--- src/rtl/exc_pkg.sv ---
package exc_pkg;
  localparam int CAUSE_W   = 3;
  localparam int NUM_CARRY = 3;  // records held in D, E and M

  typedef enum logic [CAUSE_W-1:0] {
    C_NONE    = 3'd0,
    C_FETCH   = 3'd1,
    C_ILLEGAL = 3'd2,
    C_OVF     = 3'd3,
    C_DMEM    = 3'd4,
    C_IRQ     = 3'd5
  } cause_e;

  // code recorded while entering carried stage s (0: F->D, 1: D->E, 2: E->M)
  function automatic cause_e raise_code(int s);
    case (s)
      0:       return C_FETCH;
      1:       return C_ILLEGAL;
      default: return C_OVF;
    endcase
  endfunction
endpackage

--- src/rtl/exc_stage_reg.sv ---
module exc_stage_reg
  import exc_pkg::*;
#(
  parameter int     PC_W = 32,
  parameter cause_e RAISE = C_FETCH
) (
  input  logic            clk_i,
  input  logic            rst_ni,
  input  logic            flush_i,
  input  logic            v_i,
  input  logic [PC_W-1:0] pc_i,
  input  cause_e          code_i,
  input  logic            raise_i,
  output logic            v_o,
  output logic [PC_W-1:0] pc_o,
  output cause_e          code_o
);
  cause_e code_d;

  // an older code is kept, so the earliest stage wins
  always_comb begin
    if (!v_i)                code_d = C_NONE;
    else if (code_i != C_NONE) code_d = code_i;
    else if (raise_i)        code_d = RAISE;
    else                     code_d = C_NONE;
  end

  always_ff @(posedge clk_i or negedge rst_ni) begin
    if (!rst_ni) begin
      v_o    <= 1'b0;
      pc_o   <= '0;
      code_o <= C_NONE;
    end else begin
      v_o    <= v_i && !flush_i;
      pc_o   <= pc_i;
      code_o <= flush_i ? C_NONE : code_d;
    end
  end
endmodule

--- src/rtl/exc_commit_unit.sv ---
module exc_commit_unit
  import exc_pkg::*;
(
  input  logic   m_v_i,
  input  cause_e m_code_i,
  input  logic   m_fault_i,
  input  logic   irq_i,
  output logic   take_o,
  output cause_e cause_o
);
  always_comb begin
    cause_o = C_NONE;
    if (m_v_i) begin
      if (m_code_i != C_NONE) cause_o = m_code_i;
      else if (m_fault_i)     cause_o = C_DMEM;
      else if (irq_i)         cause_o = C_IRQ;
    end
    take_o = (cause_o != C_NONE);
  end
endmodule

--- src/rtl/exc_status_regs.sv ---
module exc_status_regs
  import exc_pkg::*;
#(
  parameter int PC_W = 32
) (
  input  logic               clk_i,
  input  logic               rst_ni,
  input  logic               take_i,
  input  logic [PC_W-1:0]    pc_i,
  input  cause_e             cause_i,
  output logic [PC_W-1:0]    epc_o,
  output logic [CAUSE_W-1:0] cause_o
);
  always_ff @(posedge clk_i or negedge rst_ni) begin
    if (!rst_ni) begin
      epc_o   <= '0;
      cause_o <= '0;
    end else if (take_i) begin
      epc_o   <= pc_i;
      cause_o <= cause_i;
    end
  end
endmodule

--- src/rtl/exc_commit_ctrl.sv ---
module exc_commit_ctrl
  import exc_pkg::*;
#(
  parameter int PC_W = 32
) (
  input  logic               clk_i,
  input  logic               rst_ni,
  input  logic               f_valid_i,
  input  logic [PC_W-1:0]    f_pc_i,
  input  logic               f_fault_i,
  input  logic               d_illegal_i,
  input  logic               e_ovf_i,
  input  logic               m_fault_i,
  input  logic               irq_i,
  output logic               kill_f_o,
  output logic               kill_d_o,
  output logic               kill_e_o,
  output logic               kill_wb_o,
  output logic               handler_sel_o,
  output logic [PC_W-1:0]    epc_o,
  output logic [CAUSE_W-1:0] cause_o
);
  logic [NUM_CARRY:0] v;
  logic [PC_W-1:0]    pc   [NUM_CARRY+1];
  cause_e             code [NUM_CARRY+1];
  logic [NUM_CARRY-1:0] raise;
  logic   take;
  cause_e take_cause;

  logic            m_v;
  logic [PC_W-1:0] m_pc;
  cause_e          m_code;

  assign v[0]    = f_valid_i;
  assign pc[0]   = f_pc_i;
  assign code[0] = C_NONE;
  assign raise   = {e_ovf_i, d_illegal_i, f_fault_i};

  for (genvar s = 0; s < NUM_CARRY; s++) begin : g_carry
    exc_stage_reg #(
      .PC_W (PC_W),
      .RAISE(raise_code(s))
    ) u_stage (
      .clk_i  (clk_i),
      .rst_ni (rst_ni),
      .flush_i(take),
      .v_i    (v[s]),
      .pc_i   (pc[s]),
      .code_i (code[s]),
      .raise_i(raise[s]),
      .v_o    (v[s+1]),
      .pc_o   (pc[s+1]),
      .code_o (code[s+1])
    );
  end

  assign m_v    = v[NUM_CARRY];
  assign m_pc   = pc[NUM_CARRY];
  assign m_code = code[NUM_CARRY];

  exc_commit_unit u_commit (
    .m_v_i    (m_v),
    .m_code_i (m_code),
    .m_fault_i(m_fault_i),
    .irq_i    (irq_i),
    .take_o   (take),
    .cause_o  (take_cause)
  );

  exc_status_regs #(.PC_W(PC_W)) u_status (
    .clk_i  (clk_i),
    .rst_ni (rst_ni),
    .take_i (take),
    .pc_i   (m_pc),
    .cause_i(take_cause),
    .epc_o  (epc_o),
    .cause_o(cause_o)
  );

  assign kill_f_o      = take;
  assign kill_d_o      = take;
  assign kill_e_o      = take;
  assign kill_wb_o     = take;
  assign handler_sel_o = take;
endmodule

--- config.mk ---
export PLATFORM = sky130hd
export DESIGN_NAME = exc_commit_ctrl
export DESIGN_NICKNAME = d
export VERILOG_FILES = /design/src/rtl/exc_pkg.sv /design/src/rtl/exc_stage_reg.sv /design/src/rtl/exc_commit_unit.sv /design/src/rtl/exc_status_regs.sv /design/src/rtl/exc_commit_ctrl.sv
export SDC_FILE = /design/constraint.sdc
export NUM_CORES = 1
export LEC_CHECK = 0
export CAP_MARGIN = 20
export CORE_AREA = 2 2 133 135
export CTS_BUF_LIST = sky130_fd_sc_hd__clkbuf_16
export CTS_CLUSTER_SIZE = 12
export DETAILED_ROUTE_END_ITERATION = 8
export DIE_AREA = 0 0 135 137
export GPL_ROUTABILITY_DRIVEN = 0
export GPL_TIMING_DRIVEN = 0
export SLEW_MARGIN = 20
export SYNTH_ARGS = -nofsm -noshare
export SYNTH_HDL_FRONTEND = slang
export SYNTH_SLANG_ARGS = --single-unit
--- constraint.sdc ---
create_clock -name clk_i -period 4.64 [get_ports clk_i]
set_clock_uncertainty 0.2 [all_clocks]
set_input_delay 0.464 -clock clk_i [delete_from_list [all_inputs] [get_ports clk_i]]
set_output_delay 0.464 -clock clk_i [all_outputs]
set_load 0.01 [all_outputs]
==> results.md, run 1 <==
- Status: finished clean
- Total DRC errors in the routed layout: 0
- Type of the worst setup path: in -> out
- Element type at the critical path start: primary input
- Main combinational cell family by area after synthesis: multiplexers
- CTS tree: built
- Critical path, cell by cell: clkdlybuf4s50_1 -> o41ai_4 -> inv_4 -> buf_6 -> buf_4 -> clkdlybuf4s50_1
- Maximum number of pins on one net before global-route repair: 99
- Die Footprint: 0.0185 mm^2
- Placed wire-length estimate after detailed placement: 4.22 mm
- Final Slew Violations: 0
- Library cell with the largest summed area after synthesis: dfrtp_1
- Number of distinct library cell variants in the gate-level netlist after synthesis: 18
- Maximum root-to-sink buffer count: 2
- Quantity of I/O buffers inserted on ports: 79
- Yosys synthesis warning count: 0
- Setup Total Neg Slack: 0 ns
- Cell class contributing the biggest share of worst-path delay: buffers and inverters
- Max capacitance violation total: 0
- Unrepaired setup endpoints after global routing: no
- Proportion of register bits with asynchronous set or reset after synthesis: 100%
- Clock group share of total power: 36.2%
- Final hold violation count: 0
- Number of detailed-routing iterations run before antenna repair: 3
- Number of fill cells in the layout: 1642
- Initial core utilization: 24.5%
- Cell Pwr Density: 599 mW/mm^2
- Dominant synthesized flop cell: dfrtp_1
- Post-CTS setup buffer count: 0
- Relative contribution of combinational cells to total power: 20.7%
- Path category of the worst min-delay check: reg -> reg
- Cell Area, Placed: 0.00528 mm^2
- Simple-gate share of the synthesized area: 1.38%
- Gate Count Post-Synth: 198
- Peak ir drop on the vdd network: 248 uV
- Number of enable flip-flop cells after synthesis: 0
- Post-synth top area share: 83.4%
- Max-slew headroom: 59.4%
- Aggregate routed wire length: 6.56 mm
- Crit share post-route: 69.8%
- Syn-to-layout area delta: 40.1%
- Number of antenna violations at the first check in global routing: 0
- Biggest fanout along the worst timing path: 14
- Actual transition at the worst max-transition pin: 0.606 ns
- Total buffers and inverters traversed by the critical path: 5
- Crit end category: output pin
- Proportion of synthesized chip area in sequential cells: 83.4%
- # setup viols final: 0
- Number of global-route vias before repair: 2072
- Number of core rows: 48
- Number of vias per cell after detailed routing: 3.51
- Xor/xnor cell area share of the yosys netlist: 0%
- Clock tree root driver cell: clkbuf_16
- Chip Height: 137 um
- Time the final worst path needs with I/O delays and setup: 3.24 ns
- End-of-flow core utilization: 34.3%
- Leakage dissipation: 2.59 nW
- Top cells by area, synth: dfrtp_1 (83%), mux2_4 (10%), buf_6 (0.81%)
- Clock slew at the register clock pins of the worst setup and hold paths: 0.06 ns
- CP max-delay cell: o41ai_4
- Worst-Skew Late Latency: 0.41 ns
- H-tree levels: 4
- Total number of nets in the final design: 338
- Clk sinks: 139
- Switching portion of total power: 23.8%
- Overflow left after global routing: 0
- Routed wirelength normalized by instance count: 12.3 um
- Total CTS buffers: 17
- First-pass GRT wire length: 11.0 mm
- Total number of vias: 1877
- Total GRT Usage: 8.10%
- Area share of fa/ha/maj cells after synthesis: 0%
- Total net switching power: 834 uW
- Max Fclk: 309 MHz
- Compound-cell area share of the yosys netlist: 2.25%
- Post-route ant nets: 0
- Number of antenna cells inserted: 0
- Cell internal power dissipation: 2.67 mW
- Worst EP required: 3.98 ns
- Die Width: 135 um
- Share of layout cells above drive strength 1: 22.6%
- Starting DRC count in detailed routing: 55
- Post-route design area: 0.00585 mm^2
- Synthesized area per cell: 21.1 um^2
- Part of the power in registers: 43.1%
- Arr. time, crit path: 2.57 ns
- Post-synthesis register bit count: 139
- Mux contribution to synthesized area: 11.2%
- Post-Synthesis Net Count: 238
- Delay of the slowest cell on the worst path: 0.67 ns
- Count of boundary I/O pins: 80
- Most common cell on crit path: clkdlybuf4s50_1
- Netlist area before placement: 0.00417 mm^2
- Core area: 0.0171 mm^2
- Worst hold slack: 0.146 ns
per-layer routing:
metal | up-vias | routed length (um) | track usage (%)
met5 | - | 0 | 0
met4 | 0 | 96 | 4.17
met3 | 7 | 386 | 4.04
met2 | 55 | 3170 | 11.6
met1 | 959 | 2900 | 10.1
li1 | 856 | - | -
cell usage in the layout, fill, tap and decap left out, drive strengths merged:
master         Yosys  layout
mux2              32      32
bufinv             0       2
clkbuf             0      17
o21ai              1       1
dlygate4sd3        0       1
and4b              1       1
clkinv             0       5
o21a               3       3
and3               2       2
inv                2       6
buf                7       9
o211a              2       2
dfrtp            139     139
nor2               1       1
clkdlybuf4s50      0      78
nor2b              2       2
o32a               1       1
and2               3       3
a22o               1       1
o41ai              1       1
clkinvlp           0       3
cell type report:
cell class / instances / area (um^2) / share of cell area [%]
Buffer: 7 / 63.8 / 1.09
Clock buffer: 17 / 425 / 7.28
Clock inverter: 14 / 134 / 2.29
Inverter: 2 / 10.0 / 0.171
Multi-Input combinational cell: 50 / 621 / 10.6
Sequential cell: 139 / 3480 / 59.5
Tap cell: 225 / 282 / 4.81
Timing Repair Buffer: 81 / 833 / 14.3
cell usage after synthesis, types with 2 or more instances:
cell / instances
and2_1: 3
and3_1: 2
dfrtp_1: 139
o21a_1: 3
buf_4: 4
o211a_1: 2
mux2_2: 3
mux2_4: 29
nor2b_1: 2
buf_6: 3
registers in the layout, summed over array words and instances (netlist names):
register / cells
u_status.cause_o: 3
u_status.epc_o: 32
g_carry.u_stage.pc_o: 96
g_carry.u_stage.code_o: 5
g_carry.u_stage.v_o: 3
metrics by stage:
step	instances	power (mW)	setup WS (ns)
after detailed placement	503	2.27	1.35
after global placement	502	2.25	-2.20
after global routing	535	3.68	1.24
after CTS	535	3.57	1.35
after floorplan	198	1.84	2.56
final	535	3.50	1.40
worst register-to-register path, cell delays in order, from the launching register on:
cell     delay (ns)
dfrtp_1        0.42
o41ai_4        0.59
inv_4          0.14
buf_6          0.21
mux2_4         0.31
path summary, 6_finish.rpt:
| path | from | end | slack [ns] | cells past startpoint |
|---|---|---|---|---|
| setup reg to reg | g_carry[2].u_stage.code_o[1] | u_status.epc_o[22] | 2.66 | 4 |
| hold reg to reg | g_carry[1].u_stage.pc_o[27] | g_carry[2].u_stage.pc_o[27] | 0.15 | 0 |
| min in group asynchronous | rst_ni | g_carry[1].u_stage.pc_o[10] | 0.33 | 2 |
| hold / removal | g_carry[1].u_stage.pc_o[27] | g_carry[2].u_stage.pc_o[27] | 0.15 | 0 |
| max in group asynchronous | rst_ni | u_status.epc_o[24] | 3.14 | 3 |
| setup / recovery | m_fault_i | kill_e_o | 1.40 | 6 |
kinds of logic (layout without fill, tap and decap cells):
kind of cell | after synthesis | count (layout)
buffers and inverters | 9 | 121
muxes | 32 | 32
AOI/OAI and AO/OA | 9 | 9
and+or+nand+nor | 9 | 9
DFF | 139 | 139
repair_timing:
item | CTS | global route
endpoints found under the hold margin | 41 | 0
gates resized for setup | 0 | 0
hold buffers | 1 | 0
power by group through the flow:
stage               sequential [mW]  clock [mW]  combinational [mW]
floorplan                      1.58           0               0.265
global placement               1.53           0               0.726
detailed placement             1.53           0               0.740
CTS                            1.52        1.31               0.745
global route                   1.54        1.37               0.778
finish                         1.51        1.27               0.727
Power figures use the tool's default switching activity.
==> inputs of run 2 (changes only) <==
- clock period: 4.64 -> 2.68 ns (I/O delays scaled with it)
==> results.md, run 2 (synthesis gave the netlist of run 1 again) <==
- Chip Height: 137 um
- Hold depth: 1
- Number of vias per cell after detailed routing: 3.50
- Overflow left after global routing: 0
- Quantity of I/O buffers inserted on ports: 79
- Type of the worst setup path: in -> out
- Final Slew Violations: 0
- Levels on crit path: 6
- Aggregate routed wire length: 6.59 mm
- Die Width: 135 um
- PnR Total Power: 6.08 mW
- Share of layout cells above drive strength 1: 23.1%
- CTS tree: built
- Crit end category: output pin
- Biggest fanout along the worst timing path: 19
- End-of-flow core utilization: 34.4%
- Number of global-route vias before repair: 2074
- Syn-to-layout area delta: 40.4%
- Count of boundary I/O pins: 80
- Worst-Skew Late Latency: 0.41 ns
- Time the final worst path needs with I/O delays and setup: 2.50 ns
- Leading cell type in the layout, fill and taps excluded: dfrtp_1
- Worst hold slack: 0.0953 ns
- Total number of vias: 1882
- Pre-CTS setup slack: -0.213 ns
- Total CTS buffers: 17
- Critical path, cell by cell: clkdlybuf4s50_1 -> o41ai_4 -> buf_4 -> inv_6 -> buf_4 -> clkdlybuf4s50_1
- Total buffers and inverters traversed by the critical path: 5
- Total number of nets in the final design: 340
- Maximum root-to-sink buffer count: 2
- Largest registers: g_carry.u_stage.pc_o (96), u_status.epc_o (32), g_carry.u_stage.code_o (5)
- Depth of the most critical reg-to-reg path: 5
- Path category of the worst min-delay check: in -> reg
- Clock slew at the register clock pins of the worst setup and hold paths: 0.06 ns
- Crit share post-route: 93.2%
- Delay of the slowest cell on the worst path: 0.48 ns
- Max Fclk: 400 MHz
- Unrepaired setup endpoints after global routing: no
- Peak ir drop on the vdd network: 431 uV
- Core area: 0.0171 mm^2
- Max capacitance violation total: 0
- Total GRT Usage: 8.13%
- Final hold violation count: 0
- Die Footprint: 0.0185 mm^2
- Number of antenna violations at the first check in global routing: 0
- Routed wirelength normalized by instance count: 12.3 um
- Clk sinks: 139
- Most flop-heavy register: g_carry.u_stage.pc_o
- Number of detailed-routing iterations run before antenna repair: 4
- Setup WS post-layout: 0.182 ns
- Total DRC errors in the routed layout: 0
- Starting DRC count in detailed routing: 47
- Number of antenna cells inserted: 0
- Clock tree root driver cell: clkbuf_16
- Number of flip-flops under the largest register name: 96
- Arr. time, crit path: 2.03 ns
- Maximum number of pins on one net before global-route repair: 99
- Actual transition at the worst max-transition pin: 0.492 ns
- First-pass GRT wire length: 11.0 mm
- # setup viols final: 0
- Worst EP required: 2.21 ns
- CP max-delay cell: clkdlybuf4s50_1
- H-tree levels: 4
- Cell Pwr Density: 1040 mW/mm^2
- Highest-count cells in the layout ignoring fill and taps: dfrtp_1 (139), clkdlybuf4s50_1 (78), mux2_4 (29)
- Max-slew headroom: 67.2%
- Setup Total Neg Slack: 0 ns
- Number of core rows: 48
- Initial core utilization: 24.5%
- Placed wire-length estimate after detailed placement: 4.22 mm
- Status: finished clean
- Element type at the critical path start: primary input
- Post-route ant nets: 0
- Leakage dissipation: 2.59 nW
- Cell class contributing the biggest share of worst-path delay: buffers and inverters
==> run 2: cell types whose count changed in the layout (fill, tap and decap cells not counted) <==
cell,before,now
inv_6,1,2
buf_6,3,2
buf_4,4,7
inv_4,1,0
==> run 2: worst register-to-register path: cells and delay by family (launching register included) <==
kind / cells / cell delay [ns]
AO/OA/AOI/OAI: 1 / 0.29
buffers and inverters: 3 / 0.48
flip-flops: 1 / 0.42
multiplexers: 1 / 0.30
==> run 2: layout make-up <==
| type | count | area (um^2) |
|---|---|---|
| buffer | 6 | 52.6 |
| sequential | 139 | 3480 |
| multi-input combinational | 50 | 621 |
| clock inverter | 14 | 134 |
| fill | 1639 | 11200 |
| timing repair buffer | 84 | 856 |
| tap | 225 | 282 |
| clock buffer | 17 | 425 |
| inverter | 2 | 12.5 |
==> run 2: repair_timing <==
| item | in CTS | in global routing |
|---|---|---|
| hold buffers | 1 | 0 |
| buffers inserted | 1 | 2 |
| pin swaps | 1 | 1 |
| resized for setup | 1 | 0 |
| endpoints found under the hold margin | 139 | 0 |
| endpoints found under the setup margin | 5 | 4 |
==> run 2: layer usage <==
layer  track usage [%]  vias up  routed length (um)
met5                 0        -                   0
li1                  -      858                   -
met4              4.17        0                  96
met3              4.04        7                 386
met2              11.4       55                3140
met1              10.3      962                2970
==> run 2: path summary, 6_finish.rpt <==
check / from / slack, ns / end
max: m_fault_i / 0.18 / kill_e_o
min: f_pc_i[31] / 0.1 / g_carry[0].u_stage.pc_o[31]
max reg2reg: g_carry[2].u_stage.code_o[1] / 0.88 / u_status.epc_o[21]
min reg2reg: g_carry[1].u_stage.pc_o[27] / 0.15 / g_carry[2].u_stage.pc_o[27]
max in group asynchronous: rst_ni / 1.38 / g_carry[0].u_stage.pc_o[24]
min in group asynchronous: rst_ni / 0.13 / g_carry[1].u_stage.pc_o[10]
==> run 2: where the power goes <==
part	switching [mW]	internal [mW]
registers	0.181	2.43
logic	0.423	0.845
clock network	0.844	1.35
total	1.45	4.63
==> run 2: per-stage QoR <==
| step | cells | area (um^2) |
|---|---|---|
| 5_1_grt | 537 | 5860 |
| 4_1_cts | 535 | 5850 |
| 3_5_place_dp | 503 | 5280 |
| 6_report | 537 | 5860 |
| 2_1_floorplan | 198 | 4170 |
| 3_3_place_gp | 502 | 5250 |
